[src/rtl/flashrow_pkg.sv]
package flashrow_pkg;

    typedef enum logic [1:0] {
        KEY_LOCKED = 2'd0,
        KEY_HALF   = 2'd1,
        KEY_ARMED  = 2'd2
    } key_state_e;

    typedef enum logic [1:0] {
        SEQ_IDLE  = 2'd0,
        SEQ_ISSUE = 2'd1,
        SEQ_WAIT  = 2'd2
    } seq_state_e;

    localparam logic [1:0] REG_CTRL    = 2'd0;
    localparam logic [1:0] REG_ADDR_LO = 2'd1;
    localparam logic [1:0] REG_ADDR_HI = 2'd2;
    localparam logic [1:0] REG_KEY     = 2'd3;

    localparam int CTL_GO_BIT    = 15;
    localparam int CTL_ERASE_BIT = 0;

endpackage

[src/rtl/flashrow_keylock.sv]
module flashrow_keylock
    import flashrow_pkg::*;
#(
    parameter int          KEY_W      = 8,
    parameter logic [7:0]  KEY_FIRST  = 8'h55,
    parameter logic [7:0]  KEY_SECOND = 8'hAA
) (
    input  logic             clk,
    input  logic             rst_n,
    input  logic             key_wr,
    input  logic [KEY_W-1:0] key_data,
    input  logic             go_wr,
    input  logic             other_wr,
    output logic             armed
);

    key_state_e state_q, state_d;

    always_ff @(posedge clk or negedge rst_n) begin
        if (!rst_n) state_q <= KEY_LOCKED;
        else        state_q <= state_d;
    end

    always_comb begin
        state_d = state_q;
        unique case (state_q)
            KEY_LOCKED: begin
                if (key_wr)
                    state_d = (key_data == KEY_W'(KEY_FIRST)) ? KEY_HALF : KEY_LOCKED;
            end
            KEY_HALF: begin
                if (key_wr) begin
                    if (key_data == KEY_W'(KEY_FIRST))       state_d = KEY_HALF;
                    else if (key_data == KEY_W'(KEY_SECOND)) state_d = KEY_ARMED;
                    else                                     state_d = KEY_LOCKED;
                end else if (go_wr || other_wr) begin
                    state_d = KEY_LOCKED;
                end
            end
            KEY_ARMED: begin
                if (key_wr)
                    state_d = (key_data == KEY_W'(KEY_FIRST)) ? KEY_HALF : KEY_LOCKED;
                else if (go_wr)
                    state_d = KEY_LOCKED;
            end
            default: state_d = KEY_LOCKED;
        endcase
    end

    always_comb begin
        unique case (state_q)
            KEY_ARMED: armed = 1'b1;
            default:   armed = 1'b0;
        endcase
    end


    armed_after_key_chk: assert property (@(posedge clk) disable iff (!rst_n)
        $rose(armed) |-> $past(key_wr && key_data == KEY_W'(KEY_SECOND)));


    go_consumes_chk: assert property (@(posedge clk) disable iff (!rst_n)
        go_wr |=> !armed);

endmodule

[src/rtl/flashrow_latches.sv]
module flashrow_latches #(
    parameter int WORDS  = 32,
    parameter int WORD_W = 24,
    parameter int LO_W   = 16,
    localparam int IDX_W = $clog2(WORDS),
    localparam int HI_W  = WORD_W - LO_W
) (
    input  logic                    clk,
    input  logic                    rst_n,
    input  logic                    wr_en,
    input  logic                    wr_high,
    input  logic [IDX_W-1:0]        wr_idx,
    input  logic [LO_W-1:0]         wr_data,
    output logic [WORDS*WORD_W-1:0] row_data
);

    for (genvar w = 0; w < WORDS; w++) begin : g_word
        logic [WORD_W-1:0] word_q;
        logic              hit;

        assign hit = wr_en && (wr_idx == IDX_W'(w));

        always_ff @(posedge clk or negedge rst_n) begin
            if (!rst_n) begin
                word_q <= '1;
            end else if (hit) begin
                if (wr_high) word_q[WORD_W-1:LO_W] <= wr_data[HI_W-1:0];
                else         word_q[LO_W-1:0]      <= wr_data;
            end
        end

        assign row_data[w*WORD_W +: WORD_W] = word_q;
    end

endmodule

[src/rtl/flashrow_seq.sv]
module flashrow_seq
    import flashrow_pkg::*;
(
    input  logic clk,
    input  logic rst_n,
    input  logic launch,
    input  logic arr_done,
    output logic busy,
    output logic arr_start
);

    seq_state_e state_q, state_d;

    always_ff @(posedge clk or negedge rst_n) begin
        if (!rst_n) state_q <= SEQ_IDLE;
        else        state_q <= state_d;
    end

    always_comb begin
        state_d = state_q;
        unique case (state_q)
            SEQ_IDLE:  if (launch)   state_d = SEQ_ISSUE;
            SEQ_ISSUE:               state_d = SEQ_WAIT;
            SEQ_WAIT:  if (arr_done) state_d = SEQ_IDLE;
            default:                 state_d = SEQ_IDLE;
        endcase
    end

    always_comb begin
        busy      = 1'b1;
        arr_start = 1'b0;
        unique case (state_q)
            SEQ_IDLE:  busy = 1'b0;
            SEQ_ISSUE: arr_start = 1'b1;
            SEQ_WAIT:  arr_start = 1'b0;
            default:   busy = 1'b0;
        endcase
    end


    start_pulse_chk: assert property (@(posedge clk) disable iff (!rst_n)
        arr_start |=> !arr_start);


    busy_rise_start_chk: assert property (@(posedge clk) disable iff (!rst_n)
        $rose(busy) |-> arr_start);


    busy_hold_chk: assert property (@(posedge clk) disable iff (!rst_n)
        (busy && !arr_done) |=> busy);

endmodule

[src/rtl/flashrow_ctrl.sv]
module flashrow_ctrl
    import flashrow_pkg::*;
#(
    parameter int WORDS  = 32,
    parameter int WORD_W = 24,
    parameter int ADDR_W = 24,
    parameter int DATA_W = 16,
    localparam int IDX_W     = $clog2(WORDS),
    localparam int ROW_LSB   = IDX_W + 1,
    localparam int ROW_W     = ADDR_W - ROW_LSB,
    localparam int HI_ADDR_W = ADDR_W - DATA_W
) (
    input  logic                    clk,
    input  logic                    rst_n,
    input  logic                    reg_wr,
    input  logic [1:0]              reg_addr,
    input  logic [DATA_W-1:0]       reg_wdata,
    output logic [DATA_W-1:0]       reg_rdata,
    input  logic                    tw_valid,
    input  logic                    tw_high,
    input  logic [ADDR_W-1:0]       tw_addr,
    input  logic [DATA_W-1:0]       tw_data,
    output logic                    tw_ack,
    output logic                    arr_start,
    output logic                    arr_erase,
    output logic [ROW_W-1:0]        arr_row,
    output logic [WORDS*WORD_W-1:0] arr_data,
    input  logic                    arr_done
);

    logic                 busy, armed;
    logic                 wr_ctrl, wr_lo, wr_hi, wr_key;
    logic                 go_wr, other_wr, launch, tw_apply;
    logic                 op_erase_q;
    logic [DATA_W-1:0]    addr_lo_q;
    logic [HI_ADDR_W-1:0] addr_hi_q;
    logic [ADDR_W-1:0]    full_addr;

    assign wr_ctrl  = reg_wr && (reg_addr == REG_CTRL);
    assign wr_lo    = reg_wr && (reg_addr == REG_ADDR_LO);
    assign wr_hi    = reg_wr && (reg_addr == REG_ADDR_HI);
    assign wr_key   = reg_wr && (reg_addr == REG_KEY);
    assign go_wr    = wr_ctrl && reg_wdata[CTL_GO_BIT];
    assign other_wr = reg_wr && !wr_key && !go_wr;
    assign launch   = go_wr && armed && !busy;
    assign tw_apply = tw_valid && !busy;

    flashrow_keylock #(.KEY_W(8)) i_keylock (
        .clk      (clk),
        .rst_n    (rst_n),
        .key_wr   (wr_key),
        .key_data (reg_wdata[7:0]),
        .go_wr    (go_wr),
        .other_wr (other_wr),
        .armed    (armed)
    );

    flashrow_seq i_seq (
        .clk       (clk),
        .rst_n     (rst_n),
        .launch    (launch),
        .arr_done  (arr_done),
        .busy      (busy),
        .arr_start (arr_start)
    );

    flashrow_latches #(
        .WORDS  (WORDS),
        .WORD_W (WORD_W),
        .LO_W   (DATA_W)
    ) i_latches (
        .clk      (clk),
        .rst_n    (rst_n),
        .wr_en    (tw_apply),
        .wr_high  (tw_high),
        .wr_idx   (tw_addr[IDX_W:1]),
        .wr_data  (tw_data),
        .row_data (arr_data)
    );

    always_ff @(posedge clk or negedge rst_n) begin
        if (!rst_n) begin
            addr_lo_q  <= '0;
            addr_hi_q  <= '0;
            op_erase_q <= 1'b0;
            tw_ack     <= 1'b0;
        end else begin
            tw_ack <= tw_valid;
            if (wr_ctrl && !busy)
                op_erase_q <= reg_wdata[CTL_ERASE_BIT];
            if (tw_apply) begin
                addr_lo_q <= tw_addr[DATA_W-1:0];
                addr_hi_q <= tw_addr[ADDR_W-1:DATA_W];
            end else if (!busy) begin
                if (wr_lo) addr_lo_q <= reg_wdata;
                if (wr_hi) addr_hi_q <= reg_wdata[HI_ADDR_W-1:0];
            end
        end
    end

    assign full_addr = {addr_hi_q, addr_lo_q};
    assign arr_row   = full_addr[ADDR_W-1:ROW_LSB];
    assign arr_erase = op_erase_q;

    always_comb begin
        reg_rdata = '0;
        unique case (reg_addr)
            REG_CTRL: begin
                reg_rdata[CTL_GO_BIT]    = busy;
                reg_rdata[CTL_ERASE_BIT] = op_erase_q;
            end
            REG_ADDR_LO: reg_rdata = addr_lo_q;
            REG_ADDR_HI: reg_rdata = DATA_W'(addr_hi_q);
            REG_KEY:     reg_rdata = '0;
            default:     reg_rdata = '0;
        endcase
    end


    ack_follow_chk: assert property (@(posedge clk) disable iff (!rst_n)
        tw_valid |=> tw_ack);


    addr_capture_chk: assert property (@(posedge clk) disable iff (!rst_n)
        (tw_valid && !busy) |=> (addr_lo_q == $past(tw_addr[DATA_W-1:0])));


    busy_data_hold_chk: assert property (@(posedge clk) disable iff (!rst_n)
        busy |=> $stable(arr_data));


    busy_row_hold_chk: assert property (@(posedge clk) disable iff (!rst_n)
        busy |=> $stable(arr_row));

endmodule

[config.mk]
export PLATFORM = sky130hd
export DESIGN_NAME = flashrow_ctrl
export DESIGN_NICKNAME = d
export VERILOG_FILES = /design/src/rtl/flashrow_pkg.sv /design/src/rtl/flashrow_keylock.sv /design/src/rtl/flashrow_latches.sv /design/src/rtl/flashrow_seq.sv /design/src/rtl/flashrow_ctrl.sv
export SDC_FILE = /design/constraint.sdc
export NUM_CORES = 1
export LEC_CHECK = 0
export BUFFER_PORTS_ARGS = -buffer_cell sky130_fd_sc_hd__buf_2
export CORE_AREA = 5 5 339 341
export DETAILED_ROUTE_END_ITERATION = 16
export DIE_AREA = 0 0 344 346
export GPL_TIMING_DRIVEN = 0
export PLACE_DENSITY = 0.6
export RECOVER_POWER = 25
export SETUP_SLACK_MARGIN = 0.3
export SYNTH_ARGS = -nofsm -noshare
export SYNTH_HDL_FRONTEND = slang
export SYNTH_SLANG_ARGS = --single-unit
export TNS_END_PERCENT = 30
[constraint.sdc]
create_clock -name clk -period 2.6 [get_ports clk]
set_clock_uncertainty 0.2 [all_clocks]
set_input_delay 0.39 -clock clk [delete_from_list [all_inputs] [get_ports clk]]
set_output_delay 0.39 -clock clk [all_outputs]
set_load 0.01 [all_outputs]
### Yosys cells after proc, flatten, opt, wreduce, memory -nomap -nowiden

Cells that the tools add are included.

| operators by class | value |
|---|---|
| div/mod/pow operators | 0 |
| reductions and logical operators | 123 |
| muxes and demuxes | 24 |
| magnitude comparators | 0 |
| multiply operators | 0 |
| add/sub/neg operators | 0 |
| equal/unequal tests | 46 |
| bitwise operators | 1 |
| shifts and indexed selects | 0 |

Operators with widths:

| cell | number |
|---|---|
| $reduce_and 2->1 | 67 |
| $eq 5x5->1 const B | 16 |
| $mux 16 | 3 |
| $logic_and 1x1->1 | 43 |
| $eq 5x4->1 const B | 8 |
| $pmux 14 s2 | 1 |
| $mux 8 | 3 |
| $eq 5x3->1 const B | 4 |
| $mux 2 | 9 |
| $pmux 2 s3 | 2 |
| $eq 5x2->1 const B | 2 |
| $eq 2x2->1 const B | 4 |
| $eq 8x7->1 const B | 1 |
| $eq 8x8->1 const B | 1 |
| $eq 2x1->1 const B | 3 |
| $logic_not 2->1 | 3 |
| $eq 5x1->1 const B | 1 |
| $logic_not 5->1 | 1 |
| $mux 1 | 4 |
| $ne 2x1->1 const B | 2 |
| $ne 2x2->1 const B | 2 |
| $pmux 1 s4 | 1 |
| $reduce_bool 2->1 | 2 |
| $reduce_or 2->1 | 2 |
| other kinds (7) | 9 |

| storage, ports and cells | value |
|---|---|
| output and inout bits | 805 |
| memories | 0 |
| input bits | 64 |
| RAM bits | 0 |
| ROM bits | 0 |
| word-level logic and storage cells | 264 |
| latch bits | 0 |
| bits in registers | 798 |

### Longest topological paths before layout

Gate-level depths: netlist of run 1.

| depth | value |
|---|---|
| word-level depth | 9 |
| mapped depth | 8 |
| depth with buffers taken out | 5 |

### By module

Synthesis of run 1 repeated with hierarchy kept, for this count alone.

| unflattened totals | value |
|---|---|
| cells, all modules | 1919 |
| area total of the unflattened synthesis | 32075.8 um2 |

By module, submodules not included:

| module | cells an instance | times used | sequential area each (um2) | area an instance (um2) |
|---|---|---|---|---|
| flashrow_latches | 1754 | 1 | 20179.4 | 30136.4 |
| flashrow_ctrl | 137 | 1 | 650.6 | 1644.1 |
| flashrow_seq | 13 | 1 | 50.0 | 150.1 |
| flashrow_keylock | 15 | 1 | 50.0 | 145.1 |

### Least setup slack after synthesis of run 1

Ideal clock, no wire load.

| path | value |
|---|---|
| path kind | flip-flop to flip-flop |
| start point | register i_seq.state_q[0] |
| end point | register addr_lo_q[14] |
| cell stages (with the launch flop) | 9 |
| period minus slack after synthesis | 2.445 ns |
| path buffers | 3 |
| setup slack | 0.155 ns |
| data arrival time | 2.120 ns |
| cell sequence | dfrtp_1 -> inv_1 -> ha_1 -> buf_2 -> nor2b_1 -> clkbuf_1 -> clkbuf_1 -> mux2_2 -> mux2_2 |

| on the way | value |
|---|---|
| cells in the longest elaborated chain, start to end | 7 |

RTL lines:

| element | RTL line | source |
|---|---|---|
| start, declared | flashrow_seq.sv:12 | `seq_state_e state_q, state_d;` |
| start signal, assigned | flashrow_seq.sv:16 | `else state_q <= state_d;` |
| $eq 2x1->1 / $eq 2x2->1 (equally long branches) | flashrow_seq.sv:32 | `unique case (state_q)` |
| $reduce_or 2->1 (no line) (*) | n/a |  |
| $mux 1 (*) | flashrow_seq.sv:32 |  |
| $logic_not 1->1 | n/a |  |
| $logic_and 1x1->1 | flashrow_ctrl.sv:46 | `assign tw_apply = tw_valid && !busy;` |
| $ne 2x1->1 (no line) / $reduce_bool 2->1 (equally long branches) | n/a |  |
| $reduce_and 2->1 (no line) | n/a |  |
| end signal, assigned | flashrow_ctrl.sv:92 | `addr_lo_q <= tw_addr[DATA_W-1:0];` |
| end signal, assigned | flashrow_ctrl.sv:95 | `if (wr_lo) addr_lo_q <= reg_wdata;` |
| end, declared | flashrow_ctrl.sv:35 | `logic [DATA_W-1:0] addr_lo_q;` |

Mark *: on every way between the ends. The rest lies on a longest branch, timed or not.
A chain may end at the register's enable or synchronous reset.

### Final worst setup path of run 1

| path | value |
|---|---|
| start point | register i_seq.state_q[1] |
| end point | register i_latches.g_word[23].word_q[8] |

| on the way | value |
|---|---|
| cells in the longest elaborated chain, start to end | 7 |

RTL lines:

| element | RTL line | source |
|---|---|---|
| $eq 2x1->1 / $eq 2x2->1 (equally long branches) | flashrow_seq.sv:32 |  |
| $reduce_or 2->1 (no line) (*) | n/a |  |
| $mux 1 (*) | flashrow_seq.sv:32 |  |
| $logic_not 1->1 (*) | n/a |  |
| $logic_and 1x1->1 (*) | flashrow_ctrl.sv:46 |  |
| $logic_and 1x1->1 (*) | flashrow_latches.sv:21 | `assign hit = wr_en && (wr_idx == IDX_W'(w));` |
| $reduce_and 2->1 (no line) (*) | n/a |  |
| end signal, assigned by index | flashrow_latches.sv:27 | `if (wr_high) word_q[WORD_W-1:LO_W] <= wr_data[HI_W-1:0];` |
| end signal, assigned by index | flashrow_latches.sv:28 | `else word_q[LO_W-1:0] <= wr_data;` |
| end, declared | flashrow_latches.sv:18 | `logic [WORD_W-1:0] word_q;` |

Marks and branches as above.

==> results of run 1 <==
-- worst max path at each step --
stage,slack (ns),start,cells after the start,to
final,0.08,i_seq.state_q[1]$_DFFE_PN0P_,7,i_latches.g_word[23].word_q[8]$_DFFE_PN1P_
after global routing,0.02,i_seq.state_q[1]$_DFFE_PN0P_,7,reg_rdata[15]
after CTS,-0.002,i_seq.state_q[0]$_DFFE_PN0P_,7,reg_rdata[15]
after detailed placement,-0.67,i_seq.state_q[0]$_DFFE_PN0P_,7,i_latches.g_word[4].word_q[22]$_DFFE_PN1P_
after global placement,-15.96,rst_n,1,addr_lo_q[9]$_DFFE_PN0P_
after floorplan,0.28,i_seq.state_q[0]$_DFFE_PN0P_,6,i_latches.g_word[29].word_q[16]$_DFFE_PN1P_
-- flip-flops by register name, indices dropped and copies added (netlist names) --
| register | cells |
|---|---|
| i_latches.g_word.word_q | 768 |
| i_keylock.state_q | 2 |
| tw_ack | 1 |
| i_seq.state_q | 2 |
| addr_lo_q | 16 |
| arr_erase | 1 |
| addr_hi_q | 8 |
-- logic make-up (layout without fill, tap and decap cells) --
logic type,after synthesis,after routing,synth area share [%]
other cells,0,4,0
compound gates,34,34,0.6732
mux,804,804,28.99
buf+inv,156,1310,2.780
fa+ha+maj,9,9,0.3404
simple gates,133,133,3.952
flops,798,798,63.27
-- critical path, cell delays in order (launching register included) --
cell,delay (ns)
dfrtp_1,0.39
inv_2,0.09
ha_4,0.22
or4bb_1,0.56
buf_12,0.19
nor2_8,0.21
buf_12,0.19
mux2_2,0.35
-- report_power, final --
group          switching, mW  leakage, nW  internal, mW
combinational           4.48         11.9          4.26
sequential              1.15         8.34          15.9
clock                   5.39         1.47          7.52
total                   11.0         21.7          27.7
-- layout make-up --
class / count / share of cell area [%]
buffer: 150 / 2.949
timing repair buffer: 996 / 13.28
sequential: 798 / 46.19
antenna: 4 / 0.02209
multi-input combinational: 980 / 26.69
inverter: 6 / 0.04970
clock buffer: 126 / 5.644
tap: 1500 / 4.142
clock inverter: 32 / 1.027
-- cells in the final DEF, fill, tap and decap left out, drive strengths merged, types with 4 or more instances in the layout --
| master | n |
|---|---|
| a22oi | 15 |
| and2 | 8 |
| and4bb | 8 |
| buf | 1001 |
| bufinv | 6 |
| clkbuf | 219 |
| clkinv | 20 |
| dfrtp | 30 |
| dfstp | 768 |
| diode | 4 |
| dlygate4sd3 | 51 |
| ha | 9 |
| inv | 9 |
| mux2 | 803 |
| nand2 | 56 |
| nand4b | 6 |
| nor2 | 22 |
| nor2b | 10 |
| nor4b | 5 |
| nor4bb | 4 |
| o21ai | 11 |
-- repair_timing --
action / CTS / global route
hold endpoints to repair: 157 / 91
resized for setup: 318 / 3
pin swaps: 25 / 5
setup endpoints to repair: 849 / 698
gates cloned: 9 / 4
setup buffers: 35 / 31
-- routing by layer --
layer,up-vias,track usage (%),share of wire [%]
li1,9009,-,-
met4,6,6.978,3.7
met5,-,0,0.033
met1,10998,23.93,39
met3,198,5.740,7.7
met2,775,34.46,50
==> reports/qor.txt, run 1 <==
failing checks: negative hold slack, max-capacitance violations, max-slew violations
DRT antenna net count: 0
Storage cell area: 20930 µm²
Slew @ Worst Pin: 1.508 ns
Buffers on Ports: 858
FF-to-FF path depth: 7
syn_area_per_cell: 17.11 µm²
I/O pin count: 869
Hold-fix buffers, CTS: 51
cts bufs inserted: 89
top-count cell post-synth: dfstp_2
number of vias per cell: 4.570
first-pass GRT wire length: 171600 µm
Pwr Total: 38.72 mW
Core Util, Final: 40.61%
critical path class: reg2reg
routability cong.: 0.8012
Syn Inst Count: 1934
Area contributors post-synth: dfstp_2 (61%), mux2_2 (22%), mux2_4 (6.5%)
Synth Flop Type: dfstp_2
Finished Cell Area: 45310 µm²
fillers: 10393
GRT Residual Overflow: 0
max_cap viols: 1
die span in y: 346 µm
WL/cell: 26.97 µm
Yosys top cell by area: dfstp_2
Synth warnings: 0
top post-synthesis cells by count: dfstp_2 (768), mux2_2 (648), mux2_4 (143)
hpwl dp: 88580 µm
Lkg Pwr: 21.74 nW
Netlist cell types: 47
htree depth: 3
DRC errors left: 0
pre-CTS WS: -0.6698 ns
GRT Total Usage: 20.01%
critical-path maximum fanout: 10
Worst IR Drop VDD: 631.3 µV
CTS tree: done
Core Area: 111600 µm²
Period minus WS final: 2.522 ns
hold slack: -0.4952 ns
DR pass1 iterations: 5
#FFs+latches synth: 798
Post-Syn Nets: 2007
die area: 119000 µm²
Skew-Pair Late Insertion Delay: 0.65 ns
Clock Path Buffers: 3
Async SR Flop Fraction: 100.0%
cell count after placement: 4300
Clock Tree Root: clkbuf_16
CTS clk-pin slew, worst paths: 0.06 ns
Hold Vio Cnt, Final: 91
period utilization: 96.98%
layout overhead on the synthesized area: 36.97%
fmax: 396.6 MHz
fin cells: 4592
worst endpoint required time: 2.97 ns
initial antenna violation count: 17
share of post-route cells with drive strength above 1: 91.00%
area of the multi-input gates: 12090 µm²
top-area cell type share of the netlist area: 61.00%
Slew Viols, Final: 61
Die Wd: 344 µm
total number of vias: 20986
nets: 3094
row count: 123
Post-synth EDFFs: 0
Initial Utilization: 29.65%
DRT iter0 DRCs: 945
Cell Area, Placed: 39510 µm²
final setup vio count: 0
Final TNS setup: 0 ns
Worst Hold Class: in2async
Reg-to-Reg Start: i_seq.state_q[1]$_DFFE_PN0P_
relative slew slack: -0.5117%
Crit Reg-Reg Endpoint: i_latches.g_word[23].word_q[8]$_DFFE_PN1P_
mapped cell area: 33080 µm²
# clock sinks: 798
final wirelength: 123900 µm
CP Capture Type: flop
WP data arrival: 2.89 ns
vias in the first global route: 21958
Worst R2R Setup Slack: 0.08 ns
worst-case setup margin in the final layout: 0.07842 ns
sequential area share after synthesis: 63.27%
RSZ-0062 raised after global routing: true
largest net degree at the start of global routing: 122
status: complete, but fails checks
Power per Cell Area: 854.6 nW/µm²
CP startpoint kind: flop
Power figures use the tool's default switching activity.
==> inputs of run 2 (changes only) <==
--- a/config.mk
+++ b/config.mk
@@ -10,7 +10,7 @@
 export DETAILED_ROUTE_END_ITERATION = 16
 export DIE_AREA = 0 0 344 346
 export GPL_TIMING_DRIVEN = 0
-export PLACE_DENSITY = 0.6
+export PLACE_DENSITY = 0.54
 export RECOVER_POWER = 25
 export SETUP_SLACK_MARGIN = 0.3
 export SYNTH_ARGS = -nofsm -noshare
==> reports/qor.txt, run 2 (synthesis gave the netlist of run 1 again) <==
Finished Cell Area: 44660 µm² (-1.4%)
RSZ-0062 raised after global routing: true
CP Capture Type: flop
period utilization: 95.24% (-1.7 points)
DRT iter0 DRCs: 791 (-16%)
DRT antenna net count: 0 (unchanged)
Cell Area, Placed: 39520 µm² (about the same)
Storage cell area: 20930 µm² (unchanged)
final wirelength: 125700 µm (+1.5%)
WP data arrival: 2.86 ns (-0.03 ns)
worst endpoint required time: 2.98 ns (about the same)
initial antenna violation count: 14 (-3)
number of vias per cell: 4.503 (-1.5%)
Final TNS setup: 0 ns (unchanged)
Die Wd: 344 µm (unchanged)
largest net degree at the start of global routing: 119 (-2.5%)
GRT Residual Overflow: 0 (unchanged)
top flop regs: i_latches.g_word.word_q (768), addr_lo_q (16), addr_hi_q (8)
area of the multi-input gates: 11590 µm² (-4.2%)
CP startpoint kind: flop
Initial Utilization: 29.65% (unchanged)
vias in the first global route: 21349 (-2.8%)
Hold Vio Cnt, Final: 0 (-100%)
Clock Tree Root: clkbuf_16
Top reg by flops: i_latches.g_word.word_q
Core Util, Final: 40.03% (-0.58 points)
die area: 119000 µm² (unchanged)
CTS clk-pin slew, worst paths: 0.06 ns (about the same)
cts bufs inserted: 90 (+1.1%)
status: finished clean
Worst IR Drop VDD: 510.0 µV (-19%)
# clock sinks: 798 (unchanged)
share of post-route cells with drive strength above 1: 90.49% (-0.51 points)
Slew @ Worst Pin: 1.332 ns (-0.1755 ns)
I/O pin count: 869 (unchanged)
max_cap viols: 0 (-1)
Worst Hold Class: in2reg
Largest register FFs: 768 (unchanged)
Period minus WS final: 2.476 ns (-0.04535 ns)
fmax: 403.8 MHz (+1.8%)
Slew Viols, Final: 0 (-100%)
Skew-Pair Late Insertion Delay: 0.65 ns (about the same)
hold slack: 0.08330 ns (+0.5785 ns)
hpwl dp: 90320 µm (+2.0%)
Lkg Pwr: 21.41 nW (-1.5%)
die span in y: 346 µm (unchanged)
Core Area: 111600 µm² (unchanged)
DRC errors left: 0 (unchanged)
first-pass GRT wire length: 169900 µm (-1.0%)
DR pass1 iterations: 4 (-1)
fillers: 10576 (+1.8%)
Power per Cell Area: 862.2 nW/µm² (+0.89%)
relative slew slack: 11.19% (+12 points)
most common cell after layout, fill and taps aside: buf_2
nets: 3095 (+0.032%)
routability cong.: 0.7842 (-2.1%)
Clock Path Buffers: 3 (unchanged)
layout overhead on the synthesized area: 35.00%
critical path class: reg2reg
total number of vias: 20698 (-1.4%)
fin cells: 4596 (+0.087%)
row count: 123 (unchanged)
most frequent cells in the layout: buf_2 (864), dfstp_2 (768), mux2_2 (624), mux2_4 (169), clkbuf_1 (108)
final setup vio count: 0 (unchanged)
CTS tree: done
Buffers on Ports: 858 (unchanged)
WL/cell: 27.36 µm (+1.4%)
GRT Total Usage: 19.96% (-0.050 points)
cell count after placement: 4300 (unchanged)
htree depth: 3 (unchanged)
critical-path maximum fanout: 5 (-5)
==> run 2: changes by cell type in the layout (fill, tap and decap cells not counted), moves of 8 or more <==
cell,previous run,this run
mux2_4,276,169
mux2_2,525,624
buf_6,17,32
buf_12,43,30
buf_2,856,864
clkinv_2,15,7
mux2_1,2,10
nand2_8,20,12
==> run 2: area by class of cell <==
| class | instances | share of cell area, % |
|---|---|---|
| Buffer | 150 | 2.698 |
| Clock buffer | 141 | 5.945 |
| Sequential cell | 798 | 46.86 |
| Tap cell | 1500 | 4.202 |
| Clock inverter | 19 | 0.6696 |
| Timing Repair Buffer | 996 | 13.59 |
| Inverter | 6 | 0.05043 |
| Multi-Input combinational cell | 980 | 25.95 |
| Antenna cell | 6 | 0.03362 |
==> run 2: path summary, 6_finish.rpt <==
| kind | start | endpoint | slack, ns | cells past startpoint |
|---|---|---|---|---|
| worst max-delay path | i_seq.state_q[0]$_DFFE_PN0P_ | i_latches.g_word[6].word_q[7]$_DFFE_PN1P_ | 0.12 | 10 |
| worst min-delay path | reg_addr[0] | i_keylock.state_q[0]$_DFFE_PN0P_ | 0.08 | 4 |
| worst max register to register | i_seq.state_q[0]$_DFFE_PN0P_ | i_latches.g_word[6].word_q[7]$_DFFE_PN1P_ | 0.12 | 10 |
| worst min register to register | addr_lo_q[2]$_DFFE_PN0P_ | addr_lo_q[2]$_DFFE_PN0P_ | 0.32 | 2 |
| max in group asynchronous | rst_n | i_keylock.state_q[0]$_DFFE_PN0P_ | 0.39 | 4 |
| min in group asynchronous | rst_n | addr_lo_q[14]$_DFFE_PN0P_ | 0.26 | 3 |
==> run 2: what timing repair did <==
item | CTS | global route
endpoints found under the setup margin | 763 | 711
pin swaps | 4 | 12
hold buffers | 50 | 0
cloned | 8 | 10
hold endpoints to repair | 88 | 0
buffers inserted | 29 | 33
resized for setup | 87 | 69
==> run 2: report_power, final <==
group | internal (mW) | total, mW | switching (mW)
logic | 4.16 | 8.69 | 4.53
clock network | 7.44 | 12.8 | 5.36
registers | 15.9 | 17.0 | 1.11
==> run 2: worst max-delay path, stage by stage (launching register included) <==
cell and delay [ns]:
dfrtp_1 0.39, inv_2 0.08, ha_4 0.22, buf_8 0.13
nor4b_4 0.31, buf_6 0.16, buf_12 0.11, buf_16 0.18
nand2_8 0.11, clkbuf_16 0.19, mux2_4 0.29
==> run 2: through the flow <==
step,total power [mW],setup slack [ns]
after floorplan,21.24,0.2790
after global placement,25.15,-16.46
after detailed placement,25.32,-0.9544
after CTS,38.88,0.02214
after global routing,40.18,0.03443
final,38.51,0.1238
==> run 2: metal layers <==
metal / vias up / global-route usage [%] / wire length, µm
met4: 2 / 7.003 / 4497
met1: 10807 / 23.49 / 48740
met5: - / 0 / 13
li1: 9002 / - / -
met2: 712 / 34.47 / 62820
met3: 175 / 6.173 / 9657
